### src/rtl/tpm_fifo_pkg.sv
package tpm_fifo_pkg;
  typedef enum logic [1:0] {PH_READY, PH_RECV, PH_EXEC, PH_DONE} phase_t;

  typedef struct packed {
    logic push;
    logic pop;
    logic clear;
  } dp_ctrl_t;

  localparam logic [23:0] OFS_ACCESS = 24'h000;
  localparam logic [23:0] OFS_STATUS = 24'h018;
  localparam logic [23:0] OFS_FIFO   = 24'h024;
  localparam logic [23:0] OFS_IDENT  = 24'hF00;
  localparam logic [23:0] OFS_REV    = 24'hF04;
endpackage

### src/rtl/tpm_fifo_buf.sv
module tpm_fifo_buf
  import tpm_fifo_pkg::*;
#(
  parameter int DEPTH = 64,
  localparam int PTR_W = $clog2(DEPTH),
  localparam int CNT_W = PTR_W + 1
) (
  input  logic             clk,
  input  logic             rstN,
  input  dp_ctrl_t         dpCtrl,
  input  logic [7:0]       wrByte,
  output logic [CNT_W-1:0] fifoCount,
  output logic [CNT_W-1:0] rdPtr,
  output logic [7:0]       headByte
);
  logic [7:0] mem [DEPTH];

  // storage carries no reset; only the pointers define what is valid
  always_ff @(posedge clk) begin
    if (dpCtrl.push) mem[fifoCount[PTR_W-1:0]] <= wrByte;
  end

  always_ff @(posedge clk) begin
    if (!rstN) begin
      fifoCount <= '0;
      rdPtr     <= '0;
    end else if (dpCtrl.clear) begin
      fifoCount <= '0;
      rdPtr     <= '0;
    end else begin
      if (dpCtrl.push) fifoCount <= fifoCount + 1'b1;
      if (dpCtrl.pop)  rdPtr     <= rdPtr + 1'b1;
    end
  end

  assign headByte = mem[rdPtr[PTR_W-1:0]];
endmodule

### src/rtl/tpm_fifo_ctrl.sv
module tpm_fifo_ctrl
  import tpm_fifo_pkg::*;
#(
  parameter logic [23:0] BASE_ADDR    = 24'hD40000,
  parameter int          DEPTH        = 64,
  parameter int          MAX_BURST    = 64,
  parameter int          ECHO_LATENCY = 8,
  parameter logic [15:0] VENDOR_ID    = 16'h5A17,
  parameter logic [15:0] DEVICE_ID    = 16'h0C3E,
  parameter logic [7:0]  REVISION     = 8'h21,
  localparam int PTR_W = $clog2(DEPTH),
  localparam int CNT_W = PTR_W + 1,
  localparam int LAT_W = $clog2(ECHO_LATENCY + 1)
) (
  input  logic             clk,
  input  logic             rstN,
  input  logic             busValid,
  input  logic             busWrite,
  input  logic [23:0]      busAddr,
  input  logic [1:0]       busLen,
  input  logic [7:0]       busWdata,
  input  logic [CNT_W-1:0] fifoCount,
  input  logic [CNT_W-1:0] rdPtr,
  input  logic [7:0]       headByte,
  output dp_ctrl_t         dpCtrl,
  output logic             active,
  output phase_t           phase,
  output logic             rdValid,
  output logic [31:0]      rdData
);
  logic             isAcc, isSts, isFifo, isId, isRev;
  logic             rdReq, wrReq, allowed;
  logic             dataAvail, expectBit;
  logic             fifoWrOk, fifoRdOk, stsWr, readyWr, goWr;
  logic [15:0]      room, burst;
  logic [31:0]      stsWord, rawData, laneMask;
  logic [LAT_W-1:0] latCnt;

  assign isAcc  = busAddr == BASE_ADDR + OFS_ACCESS;
  assign isSts  = busAddr == BASE_ADDR + OFS_STATUS;
  assign isFifo = busAddr == BASE_ADDR + OFS_FIFO;
  assign isId   = busAddr == BASE_ADDR + OFS_IDENT;
  assign isRev  = busAddr == BASE_ADDR + OFS_REV;

  assign rdReq   = busValid && !busWrite;
  assign wrReq   = busValid && busWrite;
  assign allowed = isAcc || active;

  assign dataAvail = (phase == PH_DONE) && (rdPtr < fifoCount);
  assign expectBit = (phase == PH_RECV) && (fifoCount < CNT_W'(DEPTH));

  always_comb begin
    unique case (phase)
      PH_READY, PH_RECV: room = 16'(DEPTH) - 16'(fifoCount);
      PH_DONE:           room = 16'(fifoCount) - 16'(rdPtr);
      default:           room = '0;
    endcase
    burst = (room > 16'(MAX_BURST)) ? 16'(MAX_BURST) : room;
  end

  assign stsWord = {4'b0, 2'b01, 2'b00, burst, 1'b1, phase == PH_READY,
                    1'b0, dataAvail, expectBit, 1'b1, 2'b00};

  assign fifoWrOk = wrReq && isFifo && active &&
                    (phase == PH_READY || phase == PH_RECV) &&
                    (fifoCount < CNT_W'(DEPTH));
  assign fifoRdOk = rdReq && isFifo && active && dataAvail;
  assign stsWr    = wrReq && isSts && active;
  assign readyWr  = stsWr && busWdata[6] && (phase != PH_EXEC);
  assign goWr     = stsWr && busWdata[5] && (phase == PH_RECV);

  assign dpCtrl.push  = fifoWrOk;
  assign dpCtrl.pop   = fifoRdOk;
  assign dpCtrl.clear = readyWr;

  // locality flag
  always_ff @(posedge clk) begin
    if (!rstN) active <= 1'b0;
    else if (wrReq && isAcc) begin
      if (active && busWdata[5])       active <= 1'b0;
      else if (!active && busWdata[1]) active <= 1'b1;
    end
  end

  // handshake phase and echo latency
  always_ff @(posedge clk) begin
    if (!rstN) begin
      phase  <= PH_READY;
      latCnt <= '0;
    end else if (readyWr) begin
      phase <= PH_READY;
    end else if (goWr) begin
      phase  <= PH_EXEC;
      latCnt <= LAT_W'(ECHO_LATENCY - 1);
    end else if (phase == PH_EXEC) begin
      if (latCnt == '0) phase <= PH_DONE;
      else              latCnt <= latCnt - 1'b1;
    end else if (fifoWrOk) begin
      phase <= PH_RECV;
    end
  end

  always_comb begin
    for (int i = 0; i < 4; i++)
      laneMask[i*8 +: 8] = (2'(i) <= busLen) ? 8'hFF : 8'h00;
    if (!allowed)    rawData = 32'hFFFF_FFFF;
    else if (isAcc)  rawData = {24'b0, 1'b1, 1'b0, active, 5'b0};
    else if (isSts)  rawData = stsWord;
    else if (isFifo) rawData = {24'b0, dataAvail ? headByte : 8'hFF};
    else if (isId)   rawData = {DEVICE_ID, VENDOR_ID};
    else if (isRev)  rawData = {24'b0, REVISION};
    else             rawData = '0;
  end

  always_ff @(posedge clk) begin
    if (!rstN) begin
      rdValid <= 1'b0;
      rdData  <= '0;
    end else begin
      rdValid <= rdReq;
      if (rdReq) rdData <= rawData & laneMask;
    end
  end
endmodule

### src/rtl/tpm_fifo_target.sv
module tpm_fifo_target
  import tpm_fifo_pkg::*;
#(
  parameter logic [23:0] BASE_ADDR    = 24'hD40000,
  parameter int          DEPTH        = 64,
  parameter int          MAX_BURST    = 64,
  parameter int          ECHO_LATENCY = 8,
  parameter logic [15:0] VENDOR_ID    = 16'h5A17,
  parameter logic [15:0] DEVICE_ID    = 16'h0C3E,
  parameter logic [7:0]  REVISION     = 8'h21
) (
  input  logic        clk,
  input  logic        rstN,
  input  logic        busValid,
  input  logic        busWrite,
  input  logic [23:0] busAddr,
  input  logic [1:0]  busLen,
  input  logic [7:0]  busWdata,
  output logic        rdValid,
  output logic [31:0] rdData
);
  localparam int PTR_W = $clog2(DEPTH);
  localparam int CNT_W = PTR_W + 1;

  dp_ctrl_t         dpCtrl;
  logic             active;
  phase_t           phase;
  logic [CNT_W-1:0] fifoCount, rdPtr;
  logic [7:0]       headByte;

  tpm_fifo_ctrl #(
    .BASE_ADDR(BASE_ADDR), .DEPTH(DEPTH), .MAX_BURST(MAX_BURST),
    .ECHO_LATENCY(ECHO_LATENCY), .VENDOR_ID(VENDOR_ID),
    .DEVICE_ID(DEVICE_ID), .REVISION(REVISION)
  ) u_ctrl (
    .clk(clk), .rstN(rstN), .busValid(busValid), .busWrite(busWrite),
    .busAddr(busAddr), .busLen(busLen), .busWdata(busWdata),
    .fifoCount(fifoCount), .rdPtr(rdPtr), .headByte(headByte),
    .dpCtrl(dpCtrl), .active(active), .phase(phase),
    .rdValid(rdValid), .rdData(rdData)
  );

  tpm_fifo_buf #(.DEPTH(DEPTH)) u_buf (
    .clk(clk), .rstN(rstN), .dpCtrl(dpCtrl), .wrByte(busWdata),
    .fifoCount(fifoCount), .rdPtr(rdPtr), .headByte(headByte)
  );
endmodule

### config.mk
export PLATFORM = sky130hd
export DESIGN_NAME = tpm_fifo_target
export DESIGN_NICKNAME = d
export VERILOG_FILES = /design/src/rtl/tpm_fifo_pkg.sv /design/src/rtl/tpm_fifo_buf.sv /design/src/rtl/tpm_fifo_ctrl.sv /design/src/rtl/tpm_fifo_target.sv
export SDC_FILE = /design/constraint.sdc
export NUM_CORES = 1
export LEC_CHECK = 0
export ABC_AREA = 0
export BUFFER_PORTS_ARGS = -buffer_cell sky130_fd_sc_hd__buf_2
export CAP_MARGIN = 10
export CELL_PAD_IN_SITES_DETAIL_PLACEMENT = 2
export CELL_PAD_IN_SITES_GLOBAL_PLACEMENT = 2
export CORE_ASPECT_RATIO = 2
export CORE_MARGIN = 1.5
export CORE_UTILIZATION = 47
export CTS_CLUSTER_SIZE = 16
export DETAILED_ROUTE_END_ITERATION = 6
export PLACE_DENSITY_LB_ADDON = 0.3
export SYNTH_ARGS = -nofsm -noshare
export SYNTH_HDL_FRONTEND = slang
export SYNTH_SLANG_ARGS = --single-unit
### constraint.sdc
create_clock -name clk -period 4.1 [get_ports clk]
set_clock_uncertainty 0.15 [all_clocks]
set_input_delay 1.23 -clock clk [delete_from_list [all_inputs] [get_ports clk]]
set_output_delay 1.23 -clock clk [all_outputs]
set_load 0.02 [all_outputs]
==> results.py <==
metrics = {
    "global_route": {
        "grt_pass1_wl_um": 117000,
        "antenna_found_initial": 0,
        "gr-total-overflow": 0,
        "grt_max_degree": 66,
        "grt_pass1_vias": 15562,
        "track_usage": 0.329,
    },
    "sta": {
        "finalHoldViolations": 0,
        "drv_slew": 0,
        "relSlewSlack": 0.281,
        "timing.setup.tns_ns": 0,
        "fin_crit_ns": 3.90,
        "rsz0062_at_grt": "no",
        "tightest_slew_ns": 1.08,
        "setup_viol": 0,
        "max_clock_freq_mhz": 256,
        "period_share": 0.952,
    },
    "power_and_ir_drop": {
        "ir_worst_vdd_mv": 0.407,
        "p_leak_nw": 8.51,
        "finalPower_mw": 11.2,
        "powerDensity_nw_per_um2": 425,
    },
    "floorplanning": {
        "dieWidth_um": 159,
        "ios": 71,
        "core-area_um2": 48200,
        "start_util": 0.475,
        "die-area_um2": 50100,
        "die_h_um": 315,
        "rows": 114,
    },
    "synthesis": {
        "synth_top_cell_area_share": 0.671,
        "syn_area_um2": 22900,
        "ys_seq_area_frac": 0.714,
        "syn-mean-instance-area_um2": 17.4,
        "synth_compound_gate_area_share": 0.0468,
        "ys_top_cells_by_area": "edfxtp_1, mux4_2, dfxtp_1",
        "syn_nets": 1368,
        "synthAdderAreaFrac": 0.00688,
        "ys.flop_type": "edfxtp_1",
        "synthMuxAreaShare": 0.135,
        "synth_edf_count": 512,
        "netlist_instances": 1318,
        "ys_ff_latch": 561,
        "synth_top_family_by_area": "multiplexers",
        "ys_async_sr_fraction": 0,
        "yosysUniqueCellTypes": 67,
        "yosys_warnings": 0,
        "synth_xor_area_frac": 0.00612,
        "yosys.area_share.simple": 0.0695,
        "yosysTopAreaCell": "edfxtp_1",
    },
    "worst_setup_path": {
        "end_kind": "flip-flop",
        "startpoint_type": "flip-flop",
        "cp.arrival_ns": 4.23,
        "critPathKind": "flip-flop to flip-flop",
        "cp_max_fo": 9,
        "r2r_start": "u_buf.fifoCount[0]",
        "reg2reg_to": "u_ctrl.rdData[0]",
        "cp_data_required_time_ns": 4.43,
        "reg2reg_slack_ns": 0.20,
        "ff2ff_path_depth": 11,
    },
    "drt": {
        "drc": 0,
        "drt_iter0_drc": 1430,
        "detail_route.wl_per_cell_um": 37.1,
        "antenna_left": 0,
        "totalWireLength_um": 81300,
        "vias": 14145,
        "drt_first_pass_iters": 5,
        "routed_via_density": 6.46,
    },
    "finish": {
        "fin_nets": 1560,
        "multi_input_area_um2": 6050,
        "layout_common_cells": "edfxtp_1, buf_4, nor2_1, mux4_2, buf_2",
        "stdcell_count": 2188,
        "synthToLayoutAreaGrowth_pct": 15.3,
        "final_layout_size_suffix_gt1_frac": 0.283,
        "final_common_cell": "edfxtp_1",
        "antennaDiodeCount": 0,
        "nFillCells": 4215,
        "area.sequential_um2": 16400,
    },
    "clock_network": {
        "tritoncts": "done",
        "cts-root-buf": "clkbuf_16",
        "clk_latency_ns": 0.59,
        "clkSinkCount": 561,
        "cts_resized": 0,
        "h-tree-depth": 2,
        "post_cts.repair.setup_buffers": 0,
        "numCtsBuffers": 48,
        "clockBufferDepth": 3,
        "clk_pin_slew_ns": 0.08,
        "cts_hold_buf": 0,
    },
    "run_status": {
        "status": "complete, no violations",
    },
    "place": {
        "dp_cells": 2097,
        "gp_congestion": 0.847,
        "hpwlAfterDp_um": 54800,
        "portBuffers": 70,
    },
    "min_path": {
        "hold_depth": 1,
        "whs_endpoint": "u_ctrl.rdData[14]",
        "hp-start": "u_ctrl.rdData[14]",
        "hold_class": "flip-flop to flip-flop",
    },
    "run": {
        "maxCapViolations": 0,
    },
}
==> registers in the layout (all words and copies together) (netlist names), named ones only <==
signal	flops
u_buf.mem	512
u_ctrl.rdData	21
u_buf.fifoCount	7
u_buf.rdPtr	7
u_ctrl.latCnt	4
u_ctrl.phase	2
u_ctrl.active	1
u_ctrl.rdValid	1
==> cell usage after synthesis (11+ instances only) <==
| cell type | count |
|---|---|
| edfxtp_1 | 512 |
| nor2_1 | 119 |
| mux4_2 | 116 |
| nand2_1 | 61 |
| dfxtp_1 | 49 |
| a22oi_1 | 38 |
| mux2i_1 | 38 |
| nand3_1 | 30 |
| clkbuf_1 | 24 |
| o21ai_0 | 24 |
| a21oi_1 | 23 |
| buf_4 | 23 |
| buf_2 | 22 |
| inv_1 | 18 |
| nor2b_1 | 17 |
| nor3_1 | 17 |
| nand4_1 | 15 |
| nand2b_1 | 13 |
| ha_1 | 11 |
==> metrics by stage <==
| stage | area, um2 | hold WS, ns | setup slack (ns) | util |
|---|---|---|---|---|
| 3_3_place_gp | 24800 | 0.302 | 0.109 | 0.515 |
| 5_1_grt | 26400 | 0.363 | 0.0861 | 0.548 |
| 2_1_floorplan | 22900 | 0.349 | 0.327 | - |
| 3_5_place_dp | 24800 | 0.313 | -0.181 | 0.515 |
| 6_report | 26400 | 0.325 | 0.197 | 0.548 |
| 4_1_cts | 26400 | 0.330 | 0.237 | 0.547 |
==> worst max-delay path by stage <==
| stage | startpoint | to |
|---|---|---|
| 6_report | u_buf.fifoCount[0] | u_ctrl.rdData[0] |
| 5_1_grt | u_buf.fifoCount[0] | u_ctrl.rdData[0] |
| 4_1_cts | u_buf.fifoCount[0] | u_ctrl.rdData[0] |
| 3_5_place_dp | busAddr[8] | u_buf.mem[58][6] |
| 3_3_place_gp | busAddr[8] | u_buf.mem[34][6] |
| 2_1_floorplan | busAddr[1] | u_buf.mem[59][0] |
==> cell families (layout without fill, tap and decap cells) <==
kind of cell,count (synthesis),in the layout
buf+inv,97,329
xor+xnor,16,16
mux,163,163
simple gates,318,318
flops,561,561
fa+ha+maj,12,12
compound gates,151,151
==> report_power, final <==
part / internal, mW / switching, mW
logic: 0.0500 / 0.179
clock network: 2.57 / 2.17
registers: 6.24 / 0.00854
total: 8.85 / 2.36
==> routing by layer <==
layer  share of wire  track usage  wire, um  vias to the layer above
met5               0            0         0                        -
met2            0.53        0.589     42700                      725
met4           0.084        0.243      6850                        0
met3           0.051       0.0434      4140                      286
met1            0.34        0.356     27600                     7509
li1                -            -         -                     5625
==> worst max-delay path, cell delays in order (launching register included) <==
cell	delay, ns
dfxtp_1	0.56
inv_1	0.23
ha_1	0.28
fa_1	0.39
nor2b_1	0.33
o31a_1	0.30
o41ai_4	0.21
nand2b_1	0.28
a2111oi_0	0.58
buf_4	0.21
a2111oi_0	0.05
a22o_1	0.22
==> area by class of cell <==
class,instances,area share
clock buffers,63,0.0493
flip-flops and latches,561,0.620
inverters,18,0.00256
multi-input cells,660,0.229
well taps,638,0.0302
repair buffers,221,0.0587
clock inverters,27,0.0100
(Power assumes the default switching activity.)
